<file path="config.mk">
export PLATFORM = sky130hd
export DESIGN_NAME = wss_frame_gen
export DESIGN_NICKNAME = d
export VERILOG_FILES = /design/src/rtl/wss_pkg.sv /design/src/rtl/wss_field_regs.sv /design/src/rtl/wss_crc_serial.sv /design/src/rtl/wss_serializer.sv /design/src/rtl/wss_frame_gen.sv
export SDC_FILE = /design/constraint.sdc
export NUM_CORES = 1
export LEC_CHECK = 0
export BUFFER_PORTS_ARGS = -buffer_cell sky130_fd_sc_hd__buf_2
export CAP_MARGIN = 20
export CORE_MARGIN = 2
export CORE_UTILIZATION = 53
export CTS_BUF_LIST = sky130_fd_sc_hd__clkbuf_2
export DETAILED_ROUTE_END_ITERATION = 8
export GPL_TIMING_DRIVEN = 0
export PLACE_DENSITY = 0.73
export SLEW_MARGIN = 25
export SYNTH_ARGS = -nofsm -noshare
export SYNTH_HDL_FRONTEND = slang
export SYNTH_SLANG_ARGS = --single-unit
</file>
<file path="constraint.sdc">
create_clock -name clk -period 1.6 [get_ports clk]
set_input_delay 0 -clock clk [delete_from_list [all_inputs] [get_ports clk]]
set_output_delay 0 -clock clk [all_outputs]
set_load 0.02 [all_outputs]
</file>
<file path="src/rtl/wss_pkg.sv">
package wss_pkg;
   localparam int ASP_W   = 2;
   localparam int HDR_W   = 4;
   localparam int CC_W    = 8;
   localparam int CRC_W   = 6;
   localparam int DATA_W  = ASP_W + HDR_W + CC_W;
   localparam int FRAME_W = DATA_W + CRC_W;
   localparam int WDATA_W = CC_W;
   localparam int SEL_W   = 2;

   // generator x^6 + x + 1 : taps on x^1 and x^0
   localparam logic [CRC_W-1:0] CRC_POLY = 6'b000011;
   localparam logic [CRC_W-1:0] CRC_SEED = '1;

   typedef enum logic [SEL_W-1:0] {
      FLD_ASPECT = 2'd0,
      FLD_HEADER = 2'd1,
      FLD_COPY   = 2'd2,
      FLD_NONE   = 2'd3
   } fld_sel_e;
endpackage

</file>
<file path="src/rtl/wss_field_regs.sv">
module wss_field_regs
   import wss_pkg::*;
#(
   parameter int AW = ASP_W,
   parameter int HW = HDR_W,
   parameter int CW = CC_W,
   parameter int DW = WDATA_W
) (
   input  logic          clk,
   input  logic          rst_n,
   input  logic          wr_en,
   input  logic [SEL_W-1:0] wr_addr,
   input  logic [DW-1:0] wr_data,
   output logic [AW-1:0] asp_q,
   output logic [HW-1:0] hdr_q,
   output logic [CW-1:0] cc_q
);
   if (DW < AW || DW < HW || DW < CW) begin : g_bad_width
      $error("write data narrower than a field");
   end

   always_ff @(posedge clk) begin
      if (!rst_n) begin
         asp_q <= '0;
         hdr_q <= '0;
         cc_q  <= '0;
      end else if (wr_en) begin
         case (wr_addr)
            FLD_ASPECT: asp_q <= wr_data[AW-1:0];
            FLD_HEADER: hdr_q <= wr_data[HW-1:0];
            FLD_COPY:   cc_q  <= wr_data[CW-1:0];
            default:    ;
         endcase
      end
   end

   AST_FIELD_HOLD: assert property (@(posedge clk) disable iff (!rst_n)
      !wr_en |=> $stable({asp_q, hdr_q, cc_q}));

   AST_SPARE_ADDR_INERT: assert property (@(posedge clk) disable iff (!rst_n)
      (wr_en && wr_addr == FLD_NONE) |=> $stable({asp_q, hdr_q, cc_q}));
endmodule

</file>
<file path="src/rtl/wss_crc_serial.sv">
module wss_crc_serial #(
   parameter int              W    = 6,
   parameter logic [W-1:0]    POLY = 6'b000011,
   parameter logic [W-1:0]    SEED = '1
) (
   input  logic clk,
   input  logic rst_n,
   input  logic preset,
   input  logic feed,
   input  logic drain,
   input  logic din,
   output logic msb
);
   if (W < 2) begin : g_bad_w
      $error("crc width too small");
   end
   if (POLY[0] != 1'b1) begin : g_bad_poly
      $error("generator must have a constant term");
   end

   logic [W-1:0] crc_q;
   logic [W-1:0] crc_fed;
   logic         fb;

   assign fb = din ^ crc_q[W-1];

   for (genvar i = 0; i < W; i++) begin : g_tap
      if (i == 0) begin : g_lsb
         assign crc_fed[i] = POLY[i] & fb;
      end else begin : g_upper
         assign crc_fed[i] = crc_q[i-1] ^ (POLY[i] & fb);
      end
   end

   always_ff @(posedge clk) begin
      if (!rst_n)       crc_q <= '0;
      else if (preset)  crc_q <= SEED;
      else if (feed)    crc_q <= crc_fed;
      else if (drain)   crc_q <= {crc_q[W-2:0], 1'b0};
   end

   assign msb = crc_q[W-1];

   AST_CRC_IDLE_STABLE: assert property (@(posedge clk) disable iff (!rst_n)
      !(preset || feed || drain) |=> $stable(crc_q));

   AST_CRC_SEEDED: assert property (@(posedge clk) disable iff (!rst_n)
      preset |=> (crc_q == SEED));
endmodule

</file>
<file path="src/rtl/wss_serializer.sv">
module wss_serializer #(
   parameter int DATA_W = 14,
   parameter int CRC_W  = 6
) (
   input  logic              clk,
   input  logic              rst_n,
   input  logic              start,
   input  logic              bit_en,
   input  logic [DATA_W-1:0] data_in,
   input  logic              crc_msb,
   output logic              crc_preset,
   output logic              crc_feed,
   output logic              crc_drain,
   output logic              crc_din,
   output logic              ser_out,
   output logic              bit_valid,
   output logic              done
);
   localparam int FRAME_W = DATA_W + CRC_W;
   localparam int IDX_W   = $clog2(FRAME_W + 1);
   localparam logic [IDX_W-1:0] LAST_IDX = IDX_W'(FRAME_W - 1);
   localparam logic [IDX_W-1:0] DATA_END = IDX_W'(DATA_W);

   logic              busy;
   logic [IDX_W-1:0]  idx;
   logic [DATA_W-1:0] sh;
   logic              done_q;
   logic              accept, step, in_data, last;

   assign accept  = start && !busy;
   assign step    = busy && bit_en;
   assign in_data = idx < DATA_END;
   assign last    = idx == LAST_IDX;

   always_ff @(posedge clk) begin
      if (!rst_n) begin
         busy   <= 1'b0;
         idx    <= '0;
         sh     <= '0;
         done_q <= 1'b0;
      end else begin
         done_q <= 1'b0;
         if (accept) begin
            busy <= 1'b1;
            idx  <= '0;
            sh   <= data_in;
         end else if (step) begin
            if (in_data) sh <= sh >> 1;
            if (last) begin
               busy   <= 1'b0;
               done_q <= 1'b1;
            end else begin
               idx <= idx + 1'b1;
            end
         end
      end
   end

   assign crc_preset = accept;
   assign crc_feed   = step && in_data;
   assign crc_drain  = step && !in_data;
   assign crc_din    = sh[0];
   assign ser_out    = busy && (in_data ? sh[0] : crc_msb);
   assign bit_valid  = step;
   assign done       = done_q;

   AST_STALL_HOLDS: assert property (@(posedge clk) disable iff (!rst_n)
      (busy && !bit_en) |=> ($stable(idx) && $stable(sh) && busy));

   AST_RESTART_IGNORED: assert property (@(posedge clk) disable iff (!rst_n)
      (busy && start && bit_en && !last) |=> (busy && idx == $past(idx) + 1'b1));

   AST_DONE_SINGLE: assert property (@(posedge clk) disable iff (!rst_n)
      done |=> !done);

   AST_DONE_AFTER_LAST: assert property (@(posedge clk) disable iff (!rst_n)
      (step && last) |=> (done && !busy));

   AST_IDX_BOUND: assert property (@(posedge clk) disable iff (!rst_n)
      busy |-> (idx <= LAST_IDX));
endmodule

</file>
<file path="src/rtl/wss_frame_gen.sv">
module wss_frame_gen
   import wss_pkg::*;
#(
   parameter int AW = ASP_W,
   parameter int HW = HDR_W,
   parameter int CW = CC_W,
   parameter int RW = CRC_W,
   parameter logic [RW-1:0] POLY = CRC_POLY,
   parameter logic [RW-1:0] SEED = CRC_SEED
) (
   input  logic             clk,
   input  logic             rst_n,
   input  logic             wr_en,
   input  logic [SEL_W-1:0] wr_addr,
   input  logic [WDATA_W-1:0] wr_data,
   input  logic             start,
   input  logic             bit_en,
   output logic             ser_out,
   output logic             bit_valid,
   output logic             done
);
   localparam int DW = AW + HW + CW;

   logic [AW-1:0] asp_q;
   logic [HW-1:0] hdr_q;
   logic [CW-1:0] cc_q;
   logic          crc_preset, crc_feed, crc_drain, crc_din, crc_msb;

   wss_field_regs #(.AW(AW), .HW(HW), .CW(CW), .DW(WDATA_W)) u_fields (
      .clk     (clk),
      .rst_n   (rst_n),
      .wr_en   (wr_en),
      .wr_addr (wr_addr),
      .wr_data (wr_data),
      .asp_q   (asp_q),
      .hdr_q   (hdr_q),
      .cc_q    (cc_q)
   );

   wss_crc_serial #(.W(RW), .POLY(POLY), .SEED(SEED)) u_crc (
      .clk    (clk),
      .rst_n  (rst_n),
      .preset (crc_preset),
      .feed   (crc_feed),
      .drain  (crc_drain),
      .din    (crc_din),
      .msb    (crc_msb)
   );

   wss_serializer #(.DATA_W(DW), .CRC_W(RW)) u_ser (
      .clk        (clk),
      .rst_n      (rst_n),
      .start      (start),
      .bit_en     (bit_en),
      .data_in    ({cc_q, hdr_q, asp_q}),
      .crc_msb    (crc_msb),
      .crc_preset (crc_preset),
      .crc_feed   (crc_feed),
      .crc_drain  (crc_drain),
      .crc_din    (crc_din),
      .ser_out    (ser_out),
      .bit_valid  (bit_valid),
      .done       (done)
   );

   AST_VALID_NEEDS_EN: assert property (@(posedge clk) disable iff (!rst_n)
      bit_valid |-> bit_en);

   AST_NO_VALID_WITH_DONE: assert property (@(posedge clk) disable iff (!rst_n)
      done |-> !bit_valid);
endmodule

</file>
==> flow_metrics.py <==
metrics = {
    "clock_tree": {
        "cts_num_sinks": 41,
        "clk_latency_ps": 400,
        "cts_root_buf": "clkbuf_2",
        "htree_num_levels": 2,
        "path_clk_slew_ps": 180,
        "numCtsBuffers": 5,
        "cts_tree": "built",
        "cts.path.max_buffers": 2,
    },
    "logic_synthesis": {
        "syn_inst": 197,
        "synthTopCellsByArea": "dfxtp_1 (48%), o21ai_0 (9.6%), mux2i_1 (8.1%)",
        "synth_area_leader_cell": "dfxtp_1",
        "yosys_warnings": 0,
        "ys_types": 29,
        "ys_seq_area_share_pct": 47.6,
        "netlist.area_leader.share_pct": 47.6,
        "avgSynthCellArea_um2": 8.75,
        "netlist_area_um2": 1720,
        "ys_seq_elements": 41,
        "syn_nets": 213,
    },
    "route": {
        "drt_iter0_drc": 66,
        "via_count": 1595,
        "dr.pass1.iters": 4,
        "ant_nets": 0,
        "wirelength_mm": 4.02,
        "vias_per_cell": 5.66,
        "drcViolationCount": 0,
        "wire_per_inst_um": 14.2,
    },
    "global_route": {
        "grt_pass1_vias": 1521,
        "grt-ovfl-total": 0,
        "grt_max_degree": 19,
        "antenna_found_initial": 0,
        "grt_pass1_wl_mm": 6.82,
        "grt_usage_pct": 25.0,
    },
    "run": {
        "cap_viol_max_count": 0,
    },
    "power": {
        "swShare_pct": 25.2,
        "power_mw": 1.93,
        "p_comb_share_pct": 12.0,
        "internal_power_mw": 1.44,
        "ir_worst_vdd_v": 0.000635,
        "p_per_area_nw_per_um2": 905,
        "leakage_nw": 0.850,
        "clockPowerShare_pct": 30.8,
        "p_seq_share_pct": 57.2,
        "power_switching_uw": 485,
    },
    "sta": {
        "hold_violations": 0,
        "max_slew_margin_pct": 71.2,
        "max_slew.worst_pin.slew_ps": 432,
        "holdWs_ps": 25.5,
        "fin_skew_ps": 23.0,
        "fmax_mhz": 649,
        "slew_viol_final": 0,
        "min_period_ps": 1540,
        "worst_slack_ps": 60.3,
        "setup-violations-final": 0,
        "final.setup.tns_ps": 0,
        "period_share_pct": 96.2,
    },
    "critical_path": {
        "critPathKind": "reg2out",
        "crit_arrival_ps": 1540,
        "crit_required_ps": 1600,
        "cp_max_fo": 18,
        "endpoint_kind": "output pin",
        "crit_path_start_kind": "register",
    },
    "placed_design": {
        "hpwlAfterDp_mm": 2.76,
        "pre_cts_ws_ps": 76.9,
        "io_buffer_count": 17,
        "place_area_um2": 1860,
        "dp_cells": 258,
        "place_congestion": 0.802,
    },
    "finish": {
        "drive_gt1_share_pct": 18.9,
        "diodes": 0,
        "final_cell_count_no_fill": 282,
        "post-route-util_pct": 69.2,
        "design_area_um2": 2130,
        "final_net_count": 253,
        "area_growth_pct": 23.6,
    },
    "min_path": {
        "min_path_type": "in2reg",
    },
    "floorplanning": {
        "start_util_pct": 56.0,
        "die-width_um": 61.0,
        "row_count": 20,
        "fp.dieH_um": 61.0,
        "num_io_pins": 18,
        "dieArea_um2": 3730,
        "coreArea_um2": 3080,
    },
    "outcome": {
        "status": "complete, no violations",
    },
}
[cells in the mapped netlist]
library cell / n
nand2b_1: 1
nand3b_1: 2
buf_2: 7
nand4bb_1: 1
nand2_1: 14
clkbuf_2: 1
nor2_1: 14
o211ai_1: 1
a31oi_1: 18
dfxtp_1: 41
a31o_4: 1
o31ai_1: 1
nor4bb_2: 1
nand2_2: 1
nor3_1: 1
or3_1: 5
clkbuf_1: 6
a21oi_1: 22
nor2b_1: 1
mux2i_1: 14
xnor2_1: 1
inv_1: 3
nand3_1: 2
nor3b_1: 1
or4_1: 1
ha_1: 1
a31oi_2: 1
o21ai_0: 33
a21boi_1: 1
[logic make-up after synthesis]
logic type | after synthesis | synth area share (%)
xor+xnor | 1 | 0.508
fa+ha+maj | 1 | 0.726
buf+inv | 17 | 4.28
mux | 14 | 8.13
flops | 41 | 47.6
compound gates | 78 | 25.5
simple gates | 45 | 13.2
[routing by layer]
| metal | global-route usage (%) | share of wire, % | vias to the layer above |
|---|---|---|---|
| li1 | - | - | 795 |
| met1 | 31.6 | 45 | 745 |
| met2 | 41.5 | 49 | 42 |
| met3 | 5.25 | 3.4 | 13 |
| met4 | 10.2 | 2.7 | 0 |
| met5 | 0 | 0 | - |
[final timing paths]
kind | from | endpoint | slack (ps) | cells past startpoint
max reg2reg | u_ser.idx[1]$_SDFFE_PP0P_ | u_ser.idx[2]$_SDFFE_PP0P_ | 180 | 4
min | bit_en | u_ser.idx[4]$_SDFFE_PP0P_ | 30 | 4
min reg2reg | u_ser.sh[5]$_SDFFE_PN0P_ | u_ser.sh[5]$_SDFFE_PN0P_ | 490 | 2
max | u_ser.idx[3]$_SDFFE_PP0P_ | ser_out | 60 | 4
[what timing repair did]
action                                  4_1_cts  5_1_grt
buffers inserted                              1        3
pin swaps                                     1        1
gates resized for setup                      10        5
gates cloned                                  0        0
hold endpoints to repair                     22        0
hold buffers                                 13        0
endpoints found under the setup margin        1        6
[registers in the layout, summed over array words and instances, names as in the netlist]
register        cells
u_crc.crc_q         6
u_ser.sh           14
u_fields.cc_q       8
u_ser.busy          1
u_ser.idx           5
u_fields.hdr_q      4
u_fields.asp_q      2
u_ser.done          1
[placed cells by master, fill, tap and decap left out, types with 3 or more instances in the layout]
| cell | n |
|---|---|
| a21oi_1 | 22 |
| a31oi_1 | 18 |
| buf_2 | 21 |
| buf_4 | 5 |
| clkbuf_1 | 6 |
| clkbuf_2 | 6 |
| dfxtp_1 | 36 |
| dfxtp_4 | 3 |
| dlygate4sd3_1 | 13 |
| inv_1 | 3 |
| mux2i_1 | 14 |
| nand2_1 | 14 |
| nor2_1 | 14 |
| o21ai_0 | 33 |
| or3_1 | 5 |
[critical path, stage by stage, from the launching register on]
cell and delay, ps:
dfxtp_4 450, a31o_4 270, nand2_1 80, a21boi_1 190, buf_4 180
[power groups by stage]
stage                     registers, mW  logic, mW  clock network [mW]
after floorplan                    1.12      0.141                   0
after detailed placement           1.13      0.199                   0
after CTS                          1.10      0.225               0.598
final                              1.10      0.231               0.595
after global routing               1.11      0.258               0.655
after global placement             1.12      0.190                   0
[area by class of cell]
| class | instances | area, um^2 |
|---|---|---|
| Sequential cell | 41 | 835 |
| Timing Repair Buffer | 34 | 248 |
| Buffer | 13 | 66.3 |
| Multi-Input combinational cell | 139 | 852 |
| Fill cell | 250 | 947 |
| Inverter | 3 | 11.3 |
| Clock buffer | 6 | 30.0 |
| Clock inverter | 2 | 33.8 |
| Tap cell | 44 | 55.1 |
Power figures use the tool's default switching activity.
